===== config.mk =====
export PLATFORM = sky130hd
export DESIGN_NAME = sdram_mode_decoder
export DESIGN_NICKNAME = d
export VERILOG_FILES = /design/src/rtl/sdram_mode_pkg.sv /design/src/rtl/mode_word_decode.sv /design/src/rtl/ext_word_decode.sv /design/src/rtl/dll_follow_check.sv /design/src/rtl/sdram_mode_decoder.sv
export SDC_FILE = /design/constraint.sdc
export NUM_CORES = 1
export LEC_CHECK = 0
export ABC_AREA = 1
export BUFFER_PORTS_ARGS = -buffer_cell sky130_fd_sc_hd__buf_2
export CORE_ASPECT_RATIO = 0.8
export CORE_MARGIN = 5
export CORE_UTILIZATION = 30
export DETAILED_ROUTE_END_ITERATION = 10
export SYNTH_ARGS = -nofsm -noshare
export SYNTH_HDL_FRONTEND = slang
export SYNTH_HIERARCHICAL = 1
export SYNTH_SLANG_ARGS = --single-unit

===== constraint.sdc =====
create_clock -name clk -period 1.4 [get_ports clk]
set_input_delay 0 -clock clk [delete_from_list [all_inputs] [get_ports clk]]
set_output_delay 0 -clock clk [all_outputs]
set_load 0.02 [all_outputs]

===== src/rtl/sdram_mode_pkg.sv =====
package sdram_mode_pkg;

    localparam int CMD_W = 3;
    localparam logic [CMD_W-1:0] CMD_LOAD_MODE = 3'b000;

    typedef enum logic [1:0] {
        OPM_NORMAL    = 2'd0,
        OPM_DLL_RESET = 2'd1,
        OPM_RESERVED  = 2'd2
    } op_mode_e;

    typedef struct packed {
        logic [3:0] burst_len;
        logic       interleaved;
        logic [2:0] cas_x2;
    } base_cfg_t;

    typedef struct packed {
        logic dll_off;
        logic weak_drive;
    } ext_cfg_t;

    localparam base_cfg_t BASE_RESET = '{burst_len: 4'd2, interleaved: 1'b0, cas_x2: 3'd4};
    localparam ext_cfg_t  EXT_RESET  = '{dll_off: 1'b0, weak_drive: 1'b0};

    // Burst length in beats; 0 marks an illegal code.
    function automatic logic [3:0] burst_from_code(input logic [2:0] code);
        case (code)
            3'b001:  return 4'd2;
            3'b010:  return 4'd4;
            3'b011:  return 4'd8;
            default: return 4'd0;
        endcase
    endfunction

    // CAS latency doubled; 0 marks an illegal code.
    function automatic logic [2:0] cas_from_code(input logic [2:0] code);
        case (code)
            3'b010:  return 3'd4;
            3'b110:  return 3'd5;
            default: return 3'd0;
        endcase
    endfunction

endpackage


===== src/rtl/mode_word_decode.sv =====
module mode_word_decode
    import sdram_mode_pkg::*;
#(
    parameter int ADDR_W = 13,
    parameter int OP_TOP = 12
) (
    input  logic [ADDR_W-1:0] addr_i,
    output op_mode_e          mode_o,
    output base_cfg_t         cfg_o,
    output logic              low_ok_o
);
    localparam int OP_LO = 7;
    localparam int OP_W  = OP_TOP - OP_LO + 1;
    localparam logic [OP_W-1:0] DLL_PATTERN = OP_W'(2);

    logic [OP_W-1:0] op_field;
    logic [3:0]      bl;
    logic [2:0]      cl;

    assign op_field = addr_i[OP_TOP:OP_LO];
    assign bl       = burst_from_code(addr_i[2:0]);
    assign cl       = cas_from_code(addr_i[6:4]);

    always_comb begin
        if (op_field == '0)
            mode_o = OPM_NORMAL;
        else if (op_field == DLL_PATTERN)
            mode_o = OPM_DLL_RESET;
        else
            mode_o = OPM_RESERVED;
    end

    assign cfg_o    = '{burst_len: bl, interleaved: addr_i[3], cas_x2: cl};
    assign low_ok_o = (bl != 4'd0) && (cl != 3'd0);
endmodule


===== src/rtl/ext_word_decode.sv =====
module ext_word_decode
    import sdram_mode_pkg::*;
#(
    parameter int ADDR_W = 13,
    parameter int OP_TOP = 12
) (
    input  logic [ADDR_W-1:0] addr_i,
    output ext_cfg_t          cfg_o,
    output logic              reserved_o
);
    assign cfg_o      = '{dll_off: addr_i[0], weak_drive: addr_i[1]};
    assign reserved_o = |addr_i[OP_TOP:2];
endmodule


===== src/rtl/dll_follow_check.sv =====
module dll_follow_check (
    input  logic clk,
    input  logic rst,
    input  logic base_wr_i,
    input  logic dll_accept_i,
    input  logic normal_ok_i,
    output logic warn_o
);
    logic pending_q;
    logic warn_q;

    always_ff @(posedge clk) begin
        if (rst) begin
            pending_q <= 1'b0;
            warn_q    <= 1'b0;
        end else begin
            warn_q <= base_wr_i && pending_q && !normal_ok_i;
            if (base_wr_i)
                pending_q <= dll_accept_i;
        end
    end

    assign warn_o = warn_q;

    // a warning is only ever the result of a base-register write
    assert_warn_after_base_write_R9: assert property (@(posedge clk) disable iff (rst)
        warn_q |-> $past(base_wr_i));
endmodule


===== src/rtl/sdram_mode_decoder.sv =====
module sdram_mode_decoder
    import sdram_mode_pkg::*;
#(
    parameter int ADDR_W = 13,
    parameter int OP_TOP = 12
) (
    input  logic              clk,
    input  logic              rst,
    input  logic [CMD_W-1:0]  cmd_i,
    input  logic [1:0]        bank_i,
    input  logic [ADDR_W-1:0] addr_i,
    output logic [3:0]        burst_len_o,
    output logic              burst_interleaved_o,
    output logic [2:0]        cas_latency_x2_o,
    output logic              dll_disabled_o,
    output logic              drive_reduced_o,
    output logic              dll_reset_o,
    output logic              configured_o,
    output logic              err_illegal_o,
    output logic              err_reserved_o,
    output logic              warn_no_normal_o
);
    op_mode_e  base_mode;
    base_cfg_t base_new;
    logic      base_low_ok;
    ext_cfg_t  ext_new;
    logic      ext_reserved;

    logic is_load, base_wr, ext_wr;
    logic base_apply, dll_accept, normal_ok;

    base_cfg_t base_q;
    ext_cfg_t  ext_q;
    logic      configured_q, pulse_q, illegal_q, reserved_q;

    mode_word_decode #(.ADDR_W(ADDR_W), .OP_TOP(OP_TOP)) u_base_dec (
        .addr_i   (addr_i),
        .mode_o   (base_mode),
        .cfg_o    (base_new),
        .low_ok_o (base_low_ok)
    );

    ext_word_decode #(.ADDR_W(ADDR_W), .OP_TOP(OP_TOP)) u_ext_dec (
        .addr_i     (addr_i),
        .cfg_o      (ext_new),
        .reserved_o (ext_reserved)
    );

    assign is_load    = (cmd_i == CMD_LOAD_MODE) && !bank_i[1];
    assign base_wr    = is_load && !bank_i[0];
    assign ext_wr     = is_load && bank_i[0];
    assign base_apply = base_wr && (base_mode != OPM_RESERVED) && base_low_ok;
    assign dll_accept = base_wr && (base_mode == OPM_DLL_RESET) && base_low_ok;
    assign normal_ok  = (base_mode == OPM_NORMAL) && base_low_ok;

    always_ff @(posedge clk) begin
        if (rst) begin
            base_q       <= BASE_RESET;
            ext_q        <= EXT_RESET;
            configured_q <= 1'b0;
            pulse_q      <= 1'b0;
            illegal_q    <= 1'b0;
            reserved_q   <= 1'b0;
        end else begin
            pulse_q    <= dll_accept;
            illegal_q  <= base_wr && (base_mode != OPM_RESERVED) && !base_low_ok;
            reserved_q <= (base_wr && (base_mode == OPM_RESERVED)) || (ext_wr && ext_reserved);
            if (base_apply) begin
                base_q       <= base_new;
                configured_q <= 1'b1;
            end
            if (ext_wr && !ext_reserved)
                ext_q <= ext_new;
        end
    end

    dll_follow_check u_follow (
        .clk          (clk),
        .rst          (rst),
        .base_wr_i    (base_wr),
        .dll_accept_i (dll_accept),
        .normal_ok_i  (normal_ok),
        .warn_o       (warn_no_normal_o)
    );

    assign burst_len_o         = base_q.burst_len;
    assign burst_interleaved_o = base_q.interleaved;
    assign cas_latency_x2_o    = base_q.cas_x2;
    assign dll_disabled_o      = ext_q.dll_off;
    assign drive_reduced_o     = ext_q.weak_drive;
    assign dll_reset_o         = pulse_q;
    assign configured_o        = configured_q;
    assign err_illegal_o       = illegal_q;
    assign err_reserved_o      = reserved_q;

    // an extended-register load leaves the base settings alone
    assert_ext_keeps_base_R1: assert property (@(posedge clk) disable iff (rst)
        (cmd_i == CMD_LOAD_MODE && bank_i == 2'b01) |=> $stable(base_q));

    // only the two legal latencies can ever be presented
    assert_cas_legal_R4: assert property (@(posedge clk) disable iff (rst)
        (cas_latency_x2_o == 3'd4) || (cas_latency_x2_o == 3'd5));

    // a rejected low field leaves the base settings untouched
    assert_illegal_holds_base_R5: assert property (@(posedge clk) disable iff (rst)
        err_illegal_o |-> $stable(base_q));

    // the reset pulse follows a base-register load on the previous edge
    assert_dll_pulse_source_R6: assert property (@(posedge clk) disable iff (rst)
        dll_reset_o |-> $past(cmd_i == CMD_LOAD_MODE && bank_i == 2'b00));

    // a reserved pattern never produces a DLL-reset pulse
    assert_reserved_no_pulse_R7: assert property (@(posedge clk) disable iff (rst)
        err_reserved_o |-> !dll_reset_o);

    // configured never drops outside reset
    assert_configured_sticky_R11: assert property (@(posedge clk) disable iff (rst)
        configured_o |=> configured_o);
endmodule


# ---- After elaboration in Yosys (flattened, before gate mapping)
# Index checks and enable logic that the tools add are counted.
dict set report totals {
  regBits 16
  input_bits 20
  output_inout_bits 15
  wordCells 51
}
dict set report op_classes {
  eq_ne 9
  mux 4
  n_reduce_logical 27
}
# op count
set ops {}
lappend ops {{1-bit logical AND} 15}
lappend ops {{4-bit case mux with 3 select lines} 1}
lappend ops {{11-bit OR reduction} 1}
lappend ops {{3-bit by 2-bit == test with 1-bit output (second input constant)} 3}
lappend ops {{6-bit by 2-bit == test with 1-bit output (second input constant)} 1}
lappend ops {{6-bit zero test} 1}
lappend ops {{3-bit case mux with 2 select lines} 1}
lappend ops {{1-bit zero test} 5}
lappend ops {{2-bit two-way mux} 2}
lappend ops {{4-bit nonzero test} 1}
lappend ops {{3-bit by 1-bit == test with 1-bit output (second input constant)} 1}
lappend ops {{3-bit == test (second input constant)} 1}
lappend ops {{3-bit zero test} 1}
lappend ops {{3-bit nonzero test} 1}
lappend ops {{2-bit by 1-bit == test with 1-bit output (second input constant)} 1}
lappend ops {{2-bit == test (second input constant)} 1}
lappend ops {{2-bit zero test} 1}
lappend ops {{2-bit != test (second input constant)} 1}
lappend ops {{1-bit logical OR} 1}

# ---- Longest topological paths before layout
dict set report logic_depth {
  word_depth 7
  depth_mapped 10
  mapped_depth_nobuf 9
}

# ---- Hierarchy
# The synthesis kept the hierarchy.
# mod n_inst cells_per_inst area_per_inst_um2 seq_area_each_um2
set by_module_without_submodules {}
lappend by_module_without_submodules {sdram_mode_decoder 1 84 669.4 280.3}
lappend by_module_without_submodules {mode_word_decode 1 22 107.6 0.0}
lappend by_module_without_submodules {dll_follow_check 1 10 76.3 40.0}
lappend by_module_without_submodules {ext_word_decode 1 13 58.8 0.0}

# ---- Worst setup path before layout
# OpenSTA, ideal clock, no wires.
dict set report synth_timing {
  path_kind {input-to-reg}
  startpoint {input port addr_i[10]}
  endpoint {register base_q (netlist bit burst_len_o[1])}
  setup_ps 126
  arrival_ps 773
  required_ps 1274
  setup_slack_ps 501
  path_stages 8
  path_buffers 0
  cell_sequence {nor2_1 nand3_2 nor2_2 nor2_4 nor2_8 nand2_2 nand2_1 nand3_1}
}
dict set report synth_between {
  elab_chain_cells 6
  elab_cells_between_ends 7
  cone_classes {2 x eq/ne; 2 x mux; 3 x reduce/logical}
}
# element line_no
set synth_lines {}
lappend synth_lines {{start, declared} sdram_mode_decoder.sv:11} ;# input logic [ADDR_W-1:0] addr_i,
lappend synth_lines {{6-bit by 2-bit == test with 1-bit output} mode_word_decode.sv:27} ;# else if (op_field == DLL_PATTERN)
lappend synth_lines {{2-bit two-way mux} mode_word_decode.sv:27}
lappend synth_lines {{2-bit two-way mux *} mode_word_decode.sv:25} ;# if (op_field == '0)
lappend synth_lines {{net base_mode[1]} sdram_mode_decoder.sv:23} ;# op_mode_e base_mode;
lappend synth_lines {{2-bit != test *} sdram_mode_decoder.sv:52} ;# assign base_apply = base_wr && (base_mode != OPM_RESERVED) && base_low_ok;
lappend synth_lines {{1-bit logical AND * (2 in series)} sdram_mode_decoder.sv:52}
lappend synth_lines {{end signal, assigned} sdram_mode_decoder.sv:69} ;# base_q <= base_new;
lappend synth_lines {{end, declared} sdram_mode_decoder.sv:32} ;# base_cfg_t base_q;
# Mark *: on every way through the listed nets, which the timed path passes. The rest lies on a longest branch.
# A chain may end at the register's enable or synchronous reset.

# ---- Worst setup path in the final report
# Ends and elaborated chain as after synthesis.

==> flow_summary.toml <==
[yosys]
syn_avg_cell_area_um2 = 7.07
synthCells = 129
yosysSeqAreaShare = 0.351
synth_compound_area_frac = 0.0590
synth.distinct_cells = 23
synthXorXnorAreaFrac = 0
yosysWarnings = 6
synthTopCellsByArea = "dfxtp_1 35%, inv_1 9.1%, nand2_1 8.6%"
synthAdderAreaFrac = 0
synth_largest_area_cell = "dfxtp_1"
ys_ff_latch = 16
synth.area.mux_share = 0
yosys.area.top_type_share = 0.351
yosys.area_share.simple = 0.432
synth_top_family_by_area = "simple AND/OR/NAND/NOR gates"
syn_area_um2 = 912

[detailed_routing]
drt-wirelength-per-cell_um = 10.1
ant_nets = 0
top_layer = "met4"
dr.pass1.iters = 5
wl_met1_um = 958
dr_total_vias = 887
viasPerCell = 4.46
drt_wl_total_mm = 2.00
route.met2.wl_um = 886
drc_errors = 0
drtIter0Drc = 53
wl_met3_um = 150

[min_path]
holdPathEnd = "configured_o"
hp-class = "in -> reg"
hold_depth = 2
hold_start = "rst"

[sta]
tns_ns = 0
slew_viol_final = 0
setup_viol = 0
fin_skew_ns = 0.000175
timing.fmax_ghz = 1.17
rsz0062_at_grt = "no"
period_share = 0.612
finalCriticalPeriod_ns = 0.857
hold_violations = 0

[power_and_ir_drop]
power.density_nw_per_um2 = 788
ir_drop_v = 0.000292
p_total_uw = 889
power_leakage_uw = 0.000568

[worst_setup_path]
r2r_end = "cas_latency_x2_o[1]"
cp_num_buf_inv = 1
cp_cell_sequence = "buf_2 -> nor2_1 -> nand3_2 -> nor2_2 -> nor2_4 -> nor2_8 -> nand2_2 -> nand2_1 -> nand3_1"
slowest_delay_ns = 0.17
crit_path_top_delay_cell = "nor2_2"
required_ns = 1.52
reg2reg_from = "cas_latency_x2_o[1]"
cp-start-kind = "input pin"
critPathTopFamily = "simple AND/OR/NAND/NOR gates"
cp_max_fo = 9
arrival_ns = 0.98
startpoint = "addr_i[10]"
r2r_slack_ns = 0.81
cp-end-kind = "register"
worstSetupPathType = "in -> reg"
reg2reg_depth = 2

[global_routing]
grt_start_max_net_pins = 17
grt_pass1_wl_mm = 3.39
grt_pass1_vias = 860
track_usage = 0.100
antenna_found_initial = 0
overflow = 0

[finish]
antenna_cells = 0
multi_input_area_um2 = 455
mostFrequentLayoutCells = "34 x buf_2, 22 x inv_1, 21 x nand2_1"
final_area_um2 = 1130
final_core_util = 0.399
layout_commonest_cell = "buf_2"
regArea_um2 = 320
drive_gt1_frac = 0.323
areaGrowthSynthToFinish_pct = 23.7
fillers = 292
final_cells = 199
nets = 183

[cts]
clockBufferDepth = 2
holdBufCountCts = 0
cts_sinks = 16
cts_root_buffer = "clkbuf_8"
path_clk_slew_ns = 0.06
numCtsBuffers = 3
tritoncts = "built"
post_cts_buffers = 0
cts_resized = 0
clk_latency_ns = 0.24
htreeDepth = 1

[floorplanning]
num_rows = 17
die_area_um2 = 4250
core_area_um2 = 2830
initial_utilization = 0.322
die_y_um = 59.3
io_pins = 35
die_w_um = 71.7

[placed_design]
port_buffers = 34
gp_congestion = 0.821
placed_cells = 196
dp_hpwl_mm = 1.70
placed_area_um2 = 1090

[flow_run]
maxCapViolations = 0

[outcome]
status = "finished clean"
-- where the power goes --
| group | internal, uW | switching (uW) | leakage (uW) |
|---|---|---|---|
| combinational | 38.7 | 64.7 | 0.000417 |
| clock | 190 | 139 | 0.0000216 |
| sequential | 457 | 0.452 | 0.000129 |
-- synthesized netlist by cell type --
cell type	n
a21oi_1	9
a21oi_2	1
and2_0	1
buf_2	1
buf_4	5
buf_6	1
conb_1	1
dfxtp_1	16
inv_1	22
inv_2	1
nand2_1	21
nand2_2	2
nand3_1	6
nand3_2	1
nand3_4	1
nand4_1	6
nor2_1	19
nor2_2	1
nor2_4	5
nor2_8	1
nor3_1	5
nor3_2	1
nor4_1	2
-- how the worst max path moves through the flow --
stage / to / slack (ns) / cells after the start
after floorplan: burst_len_o[1] / 0.50 / 8
final: burst_len_o[1] / 0.54 / 9
after detailed placement: cas_latency_x2_o[2] / 0.28 / 9
after global placement: burst_len_o[1] / 0.30 / 9
after global routing: u_follow/pending_q / 0.41 / 10
after CTS: burst_len_o[1] / 0.54 / 9
-- per-layer routing --
metal | global-route usage | vias to the layer above
li1 | - | 461
met1 | 0.129 | 397
met2 | 0.158 | 27
met3 | 0.0237 | 2
met4 | 0.0483 | 0
met5 | 0 | -
-- sequential cells by signal (all words and copies together) (netlist names) --
signal,cells
dll_reset_o,1
burst_interleaved_o,1
configured_o,1
u_follow/pending_q,1
u_follow/warn_o,1
drive_reduced_o,1
dll_disabled_o,1
cas_latency_x2_o,3
err_illegal_o,1
err_reserved_o,1
burst_len_o,4
-- stage by stage --
step | setup slack [ns] | hold slack (ns)
after global placement | 0.301 | 0.294
final | 0.543 | 0.0515
after detailed placement | 0.283 | 0.297
after CTS | 0.541 | 0.0392
after floorplan | 0.501 | 0.0624
after global routing | 0.415 | 0.0461
-- final cells by class --
| class | instances | area share |
|---|---|---|
| multi-input combinational | 84 | 0.404 |
| sequential | 16 | 0.284 |
| timing repair buffer | 35 | 0.157 |
| inverter | 23 | 0.0765 |
| tap | 38 | 0.0421 |
| clock buffer | 3 | 0.0366 |
-- kinds of logic (layout without fill, tap and decap cells) --
kind of cell           count (synthesis)  after routing
flip-flops                            16             16
other                                  1              2
AO/OA/AOI/OAI                         10             10
AND/OR/NAND/NOR                       72             72
buffers and inverters                 30             61
Power figures use the tool's default switching activity.
